==> config.mk <==
export PLATFORM = sky130hd
export DESIGN_NAME = uart_irq_ident
export DESIGN_NICKNAME = d
export VERILOG_FILES = /design/src/rtl/uart_irq_pkg.sv /design/src/rtl/uart_irq_tmo.sv /design/src/rtl/uart_irq_src.sv /design/src/rtl/uart_irq_prio.sv /design/src/rtl/uart_irq_ident.sv
export SDC_FILE = /design/constraint.sdc
export NUM_CORES = 1
export LEC_CHECK = 0
export BUFFER_PORTS_ARGS = -buffer_cell sky130_fd_sc_hd__buf_2
export CORE_MARGIN = 2
export CORE_UTILIZATION = 45
export CTS_BUF_LIST = sky130_fd_sc_hd__clkbuf_8 sky130_fd_sc_hd__clkbuf_16
export CTS_CLUSTER_DIAMETER = 30
export DETAILED_ROUTE_END_ITERATION = 8
export PLACE_DENSITY = 0.73
export SLEW_MARGIN = 5
export SYNTH_ARGS = -nofsm -noshare
export SYNTH_HDL_FRONTEND = slang
export SYNTH_SLANG_ARGS = --single-unit
==> constraint.sdc <==
create_clock -name clk -period 4.8 [get_ports clk]
set_input_delay 0 -clock clk [delete_from_list [all_inputs] [get_ports clk]]
set_output_delay 0 -clock clk [all_outputs]
set_load 0.05 [all_outputs]
==> src/rtl/uart_irq_pkg.sv <==
package uart_irq_pkg;
  localparam logic [3:0] CODE_NONE = 4'b0001;
  localparam logic [3:0] CODE_LSR  = 4'b0110;
  localparam logic [3:0] CODE_RDA  = 4'b0100;
  localparam logic [3:0] CODE_TMO  = 4'b1100;
  localparam logic [3:0] CODE_THRE = 4'b0010;
  localparam logic [3:0] CODE_MSR  = 4'b0000;
  localparam int EN_RX  = 0;
  localparam int EN_TX  = 1;
  localparam int EN_LS  = 2;
  localparam int EN_MS  = 3;
endpackage

==> src/rtl/uart_irq_tmo.sv <==
module uart_irq_tmo #(
  parameter int BPC_W = 6
) (
  input  logic             clk,
  input  logic             rst,
  input  logic             fifo_mode,
  input  logic             bit_tick,
  input  logic             rx_nonempty,
  input  logic             rx_push,
  input  logic             rx_pop,
  input  logic [BPC_W-1:0] bits_per_char,
  output logic             tmo
);
  localparam int CW = BPC_W + 2;
  logic [CW-1:0] cnt;
  logic [CW-1:0] limit;
  logic          idle_arm;

  assign limit    = {bits_per_char, 2'b00};
  assign idle_arm = fifo_mode && rx_nonempty;

  always_ff @(posedge clk) begin
    if (rst) begin
      cnt <= '0;
      tmo <= 1'b0;
    end else begin
      if (!idle_arm || rx_push || rx_pop) cnt <= '0;
      else if (bit_tick && cnt != limit) cnt <= cnt + 1'b1;
      if (!idle_arm || rx_pop) tmo <= 1'b0;
      else if (cnt == limit && limit != '0) tmo <= 1'b1;
    end
  end

  a_r5_restart: assert property (@(posedge clk) disable iff (rst)
    (rx_push || rx_pop) |=> (cnt == '0));
  a_r10_fifo_off: assert property (@(posedge clk) disable iff (rst)
    !fifo_mode |=> !tmo);
endmodule

==> src/rtl/uart_irq_src.sv <==
module uart_irq_src
  import uart_irq_pkg::*;
#(
  parameter int ERR_W = 4,
  parameter int MDM_W = 4
) (
  input  logic             clk,
  input  logic             rst,
  input  logic [3:0]       ien,
  input  logic [ERR_W-1:0] line_err,
  input  logic             rx_avail,
  input  logic             thr_empty,
  input  logic [MDM_W-1:0] modem_delta,
  input  logic             rd_lsr,
  input  logic             rd_msr,
  input  logic             wr_thr,
  input  logic             rd_iir,
  input  logic [3:0]       iir_cur,
  output logic             pend_ls,
  output logic             pend_rx,
  output logic             pend_tx,
  output logic             pend_ms
);
  logic thr_d;
  logic tx_rise;
  logic tx_ack;

  assign tx_rise = thr_empty && !thr_d;
  assign tx_ack  = wr_thr || (rd_iir && iir_cur == CODE_THRE);

  always_ff @(posedge clk) begin
    if (rst) begin
      pend_ls <= 1'b0;
      pend_rx <= 1'b0;
      pend_tx <= 1'b0;
      pend_ms <= 1'b0;
      thr_d   <= 1'b0;
    end else begin
      pend_ls <= (|line_err) || (pend_ls && !rd_lsr);
      pend_rx <= rx_avail;
      pend_tx <= ien[EN_TX] && (tx_rise || (pend_tx && !tx_ack));
      pend_ms <= (|modem_delta) || (pend_ms && !rd_msr);
      thr_d   <= thr_empty;
    end
  end

  a_r3_ls_clear: assert property (@(posedge clk) disable iff (rst)
    (rd_lsr && !(|line_err)) |=> !pend_ls);
  a_r7_ms_clear: assert property (@(posedge clk) disable iff (rst)
    (rd_msr && !(|modem_delta)) |=> !pend_ms);
  a_r6_tx_ack: assert property (@(posedge clk) disable iff (rst)
    (rd_iir && iir_cur == CODE_THRE && !tx_rise) |=> !pend_tx);
endmodule

==> src/rtl/uart_irq_prio.sv <==
module uart_irq_prio
  import uart_irq_pkg::*;
(
  input  logic [3:0] ien,
  input  logic       pend_ls,
  input  logic       pend_rx,
  input  logic       pend_tmo,
  input  logic       pend_tx,
  input  logic       pend_ms,
  output logic [3:0] code,
  output logic       any
);
  logic ls_on, rx_on, tmo_on, tx_on, ms_on;

  assign ls_on  = pend_ls  && ien[EN_LS];
  assign rx_on  = pend_rx  && ien[EN_RX];
  assign tmo_on = pend_tmo && ien[EN_RX];
  assign tx_on  = pend_tx  && ien[EN_TX];
  assign ms_on  = pend_ms  && ien[EN_MS];
  assign any    = ls_on || rx_on || tmo_on || tx_on || ms_on;

  always_comb begin
    if (ls_on)       code = CODE_LSR;
    else if (rx_on)  code = CODE_RDA;
    else if (tmo_on) code = CODE_TMO;
    else if (tx_on)  code = CODE_THRE;
    else if (ms_on)  code = CODE_MSR;
    else             code = CODE_NONE;
  end
endmodule

==> src/rtl/uart_irq_ident.sv <==
module uart_irq_ident
  import uart_irq_pkg::*;
#(
  parameter int BPC_W = 6,
  parameter int ERR_W = 4,
  parameter int MDM_W = 4
) (
  input  logic             clk,
  input  logic             rst,
  input  logic             fifo_mode,
  input  logic [3:0]       ien,
  input  logic [ERR_W-1:0] line_err,
  input  logic             rx_avail,
  input  logic             rx_nonempty,
  input  logic             rx_push,
  input  logic             bit_tick,
  input  logic [BPC_W-1:0] bits_per_char,
  input  logic             thr_empty,
  input  logic [MDM_W-1:0] modem_delta,
  input  logic             rd_iir,
  input  logic             rd_lsr,
  input  logic             rd_rbr,
  input  logic             rd_msr,
  input  logic             wr_thr,
  output logic             irq,
  output logic [3:0]       iir
);
  logic pend_ls, pend_rx, pend_tx, pend_ms, pend_tmo;
  logic [3:0] code;
  logic       any;

  uart_irq_tmo #(.BPC_W(BPC_W)) u_tmo (
    .clk(clk), .rst(rst), .fifo_mode(fifo_mode), .bit_tick(bit_tick),
    .rx_nonempty(rx_nonempty), .rx_push(rx_push), .rx_pop(rd_rbr),
    .bits_per_char(bits_per_char), .tmo(pend_tmo)
  );

  uart_irq_src #(.ERR_W(ERR_W), .MDM_W(MDM_W)) u_src (
    .clk(clk), .rst(rst), .ien(ien), .line_err(line_err),
    .rx_avail(rx_avail), .thr_empty(thr_empty), .modem_delta(modem_delta),
    .rd_lsr(rd_lsr), .rd_msr(rd_msr), .wr_thr(wr_thr), .rd_iir(rd_iir),
    .iir_cur(iir), .pend_ls(pend_ls), .pend_rx(pend_rx),
    .pend_tx(pend_tx), .pend_ms(pend_ms)
  );

  uart_irq_prio u_prio (
    .ien(ien), .pend_ls(pend_ls), .pend_rx(pend_rx), .pend_tmo(pend_tmo),
    .pend_tx(pend_tx), .pend_ms(pend_ms), .code(code), .any(any)
  );

  always_ff @(posedge clk) begin
    if (rst) begin
      iir <= CODE_NONE;
      irq <= 1'b0;
    end else begin
      if (!rd_iir) iir <= code;
      irq <= any;
    end
  end

  a_r1_reset_state: assert property (@(posedge clk)
    rst |=> (iir == CODE_NONE && !irq));
  a_r9_read_hold: assert property (@(posedge clk) disable iff (rst)
    rd_iir |=> $stable(iir));
  a_r2_bit0_vs_irq: assert property (@(posedge clk) disable iff (rst)
    (!rd_iir && any) |=> !iir[0]);
endmodule

# Word-level counts from Yosys, hierarchy flattened
# Index checks and enable logic that the tools add are counted.
# Widths: inputs -> output; s select.
dict set report totals {
  out_inout_bits 5
  rom_bits 0
  latch_bits 0
  elab_cells 53
  ff_bits 19
  inputBits 31
  ramBits 0
  n_memories 0
}
dict set report classes {
  div 0
  shift 0
  addsub 1
  n_eq_ne 3
  n_bitwise 0
  muxes 5
  order_cmp 0
  reduce_logical 35
  mul 0
}
# op count
set op_table {}
lappend op_table {{$mux 4} 4}
lappend op_table {{$logic_and 1x1->1} 14}
lappend op_table {{$logic_or 1x1->1} 11}
lappend op_table {{$add 8x1->8 const B} 1}
lappend op_table {{$eq 8x8->1} 1}
lappend op_table {{$ne 8x8->1} 1}
lappend op_table {{$reduce_bool 8->1} 1}
lappend op_table {{$reduce_or 4->1} 2}
lappend op_table {{$logic_not 1->1} 5}
lappend op_table {{$eq 4x2->1 const B} 1}
lappend op_table {{$reduce_or 2->1} 2}
lappend op_table {{$mux 1} 1}

# Logic depth before layout (Yosys ltp)
dict set report logic_depth {
  ltp_word 7
  ltp_mapped 6
  mapped_depth_nobuf 6
}

# Cells and area by module
# Synthesis repeated with hierarchy kept, for this count alone.
dict set report unflattened {
  cells_unflattened 111
  hier_area_um2 1009.7
}
# module n_inst seq_area_each_um2 area_per_inst_um2 cells_per_inst
set modules_own_cells {}
lappend modules_own_cells {uart_irq_tmo 1 180.2 590.6 69}
lappend modules_own_cells {uart_irq_src 1 100.1 193.9 19}
lappend modules_own_cells {uart_irq_ident 1 100.1 170.2 15}
lappend modules_own_cells {uart_irq_prio 1 0.0 55.1 8}

# Worst setup path after synthesis
# Ideal clock, no wire load.
dict set report synth_path {
  kind {reg2reg}
  startpoint {register u_tmo.cnt[0]}
  endpoint {register u_tmo.cnt[7]}
  path_stages_with_launch 7
  setup_time_ns 0.070
  t_required_ns 4.730
  arrival_time_ns 1.444
  synth_period_minus_slack_ns 1.514
  slack_ns 3.286
  path_buffers 0
  path_cell_list {dfxtp_1 -> inv_1 -> ha_1 -> nand3_1 -> o21ai_4 -> or4_1 -> a21oi_1}
}
dict set report synth_between {
  elab_chain_cells 2
  word_cells_on_any_way 3
  classes_between {1 x add/sub; 1 x eq/ne; 1 x reduce/logical}
}
# item line_no
set synth_lines {}
lappend synth_lines {{start, declared} uart_irq_tmo.sv:15} ;# logic [CW-1:0] cnt;
lappend synth_lines {{start signal, assigned} uart_irq_tmo.sv:28} ;# else if (bit_tick && cnt != limit) cnt <= cnt + 1'b1;
lappend synth_lines {{parallel branches: the longest is 2 deep, another holds $add 8x1->8} --}
# Several ways; the timed one is not identified.
# A chain may end at the register's enable or synchronous reset.

# Final worst setup path
# Ends and elaborated chain as after synthesis.

==> run summary <==
Status - complete, no violations
Vias post-DR - 868
Final WL - 1960 um
Clock Path Buffers - 2
Post_cts resized - 0
H-tree levels - 1
Crit-path max FO - 8
Total gr overflow - 0
Net Count, Synth - 140
Synth async-reset ratio - 0%
Initial antenna violation count - 0
Top post-synthesis cells by count - dfxtp_1, nor2_1, a21oi_1, nand3_1, xnor2_1
Worst hold start - line_err[2]
Leak - 0.498 nW
Ys flop type - dfxtp_1
RD Place Congestion - 0.807
ANT cells - 0
Busiest layer in global routing - met2
Psw - 0.0000740 W
Synthesized area per cell - 8.55 sq um
Routed Antenna Nets - 0
Multi-input logic area - 508 sq um
Yosys top cell area share - 41.6%
DRT Pass-1 Iters - 4
Critical Path Source Type - flip-flop
Sequential-to-total area share from yosys stat - 41.6%
DRC Markers - 0
Die Wd - 49.1 um
IO Count - 36
Wirelength per Cell - 11.3 um
Met1 Usage GRT - 23.5%
Clock root buffer - clkbuf_8
Final setup fails - 0
Area Growth Syn to Fin - 30.9%
FMAX - 608 MHz
Port bufs - 35
Vias per cell - 4.99
Combinational Power Share - 14.2%
Flop pwr share - 52.7%
Gate Count Post-Synth - 107
Worst-skew pair later-pin latency - 250 ps
Hold Path End - u_src.pend_ls
Critical Path Max Stage Delay - 510 ps
Worst reg2reg path startpoint - u_tmo.cnt[0]
Hold depth - 3
Post-synth EDFFs - 0
Vias in the first global route - 843
Filler instances - 203
Layout cells sized above 1 - 27.2%
Pin count of the biggest net entering global routing - 12
Met3 Use GR - 5.52%
Net Sw Frac - 23.6%
Rel. slew slack - 73.0%
Register area - 380 sq um
Setup TNS - 0 ps
Most numerous cell in the Yosys netlist - dfxtp_1
Reg2reg path depth - 6
Area leader, netlist - dfxtp_1
Max_cap viols - 0
Slack of the worst reg-to-reg path - 3150 ps
Total track usage - 18.0%
Worst EP arrival - 1820 ps
First-pass GRT wire length - 3400 um
Nets - 181
Final period utilization - 34.3%
Reg-to-reg endpoint - u_tmo.cnt[7]
DRT iter0 DRCs - 10
TritonCTS clock tree - done
Synthesis-stage register bit count - 19
TritonCTS Sinks - 19
RSZ-0062 raised after global routing - no
Slowest-stage cell, CP - or4_1
Final Hold Fails - 0
Clk_skew - 2.24 ps
Power per Cell Area - 262 nW/um^2
Crit path cell chain - inv_1, ha_1, nand3_1, o21ai_4, or4_1, a21oi_1
Crit Path Category - reg -> reg
Hpwl dp - 1530 um
Worst Tran Pin Value - 400 ps
Cell Area, Synth - 915 sq um
Slew Limit Fails - 0
Hold Path Class - in -> reg
Clock network power share - 33.2%
Grt met2 use - 30.0%
Die area - 2410 sq um
Place WS - 3160 ps
Cell-internal power - 0.000239 W
FP Rows - 16
Yosys cell types - 29
Die outline height - 49.1 um
Critical Path Sink Type - flip-flop
Fin worst setup slack - 3150 ps
Synth warn - 0
Final min period - 1650 ps
Worst EP required - 4980 ps
Top cells by area, synth - dfxtp_1, xnor2_1, nor2_1, a21oi_1, nand3_1
Starting Density - 47.1%
CTS buffer count - 3
Worst VDD drop - 0.202 mV
Core ar. - 1940 sq um
Register clock-pin slew on the reported worst setup and hold paths - 70 ps
power by group through the flow:
stage	Combinational (W)	Sequential [W]	Clock [W]
finish	0.0000443	0.000165	0.000104
global route	0.0000490	0.000165	0.000116
CTS	0.0000443	0.000165	0.000107
detailed placement	0.0000420	0.000168	0
global placement	0.0000415	0.000168	0
floorplan	0.0000160	0.000176	0
state kept, by name (all words and copies together), names as in the netlist:
| name | count |
|---|---|
| u_src.pend_rx | 1 |
| u_src.thr_d | 1 |
| u_tmo.tmo | 1 |
| u_src.pend_ms | 1 |
| u_tmo.cnt | 8 |
| u_src.pend_tx | 1 |
| u_src.pend_ls | 1 |
| iir | 4 |
| irq | 1 |
how the worst max path moves through the flow:
stage	from	end	slack, ps	cells past startpoint
3_3_place_gp	u_tmo.cnt[0]	u_tmo.cnt[7]	3250	6
2_1_floorplan	u_tmo.cnt[0]	u_tmo.cnt[7]	3290	6
4_1_cts	u_tmo.cnt[0]	u_tmo.cnt[7]	3150	6
5_1_grt	u_tmo.cnt[0]	u_tmo.cnt[7]	3050	6
3_5_place_dp	u_tmo.cnt[0]	u_tmo.cnt[7]	3160	6
6_report	u_tmo.cnt[0]	u_tmo.cnt[7]	3150	6
area by class of cell:
| class | count | area share (%) |
|---|---|---|
| Multi-Input combinational cell | 81 | 42.4 |
| Sequential cell | 19 | 31.8 |
| Timing Repair Buffer | 39 | 18.0 |
| Clock buffer | 3 | 3.45 |
| Tap cell | 27 | 2.82 |
| Inverter | 4 | 1.25 |
| Clock inverter | 1 | 0.313 |
stage by stage:
stage,hold slack (ps),util [%],total power (W),instances,area [sq um]
6_report,3.99,61.7,0.000313,174,1200
5_1_grt,20.9,61.7,0.000330,174,1200
4_1_cts,0.359,61.7,0.000316,174,1200
3_5_place_dp,215,57.3,0.000210,166,1110
3_3_place_gp,210,57.3,0.000210,166,1110
2_1_floorplan,128,-,0.000192,107,915
placed cells by master, fill, tap and decap left out, types with 2 or more instances in the layout:
master and count:
nor3_1 3, ha_1 2, nor2b_1 4, a21oi_1 8
nand2_1 6, and3_1 2, o21ai_0 4, or4_1 4
nor4_1 2, clkbuf_8 3, o211ai_1 4, nand2b_1 2
nor2_1 12, buf_2 35, xnor2_1 8, dlygate4sd3_1 4
inv_1 5, dfxtp_1 19, nand3_1 8
timing repair:
action | 4_1_cts | 5_1_grt
buffers inserted | 0 | 0
hold buffers | 4 | 0
hold endpoints to repair | 3 | 0
logic make-up (layout without fill, tap and decap cells):
group | count (synthesis) | count (layout) | share of synthesized area [%]
flip-flops | 19 | 19 | 41.6
AND/OR/NAND/NOR | 49 | 49 | 28.7
adder cells (fa/ha/maj) | 2 | 2 | 2.74
AO/OA/AOI/OAI | 21 | 21 | 15.5
buffers and inverters | 7 | 47 | 2.87
XOR/XNOR | 9 | 9 | 8.62
critical path: cells and delay by family, from the launching register on:
kind	cells	cell delay [ps]
AND/OR/NAND/NOR	2	660
flip-flops	1	380
AO/OA/AOI/OAI	2	240
adder cells (fa/ha/maj)	1	210
buffers and inverters	1	90
routing by layer:
layer	routed length [um]	part of all wire, %	vias up
li1	-	-	458
met1	948	48	385
met2	915	47	25
met4	0	0	0
met5	0	0	-
met3	101	5.1	0
Note: power is estimated with default switching activity, not from simulation.
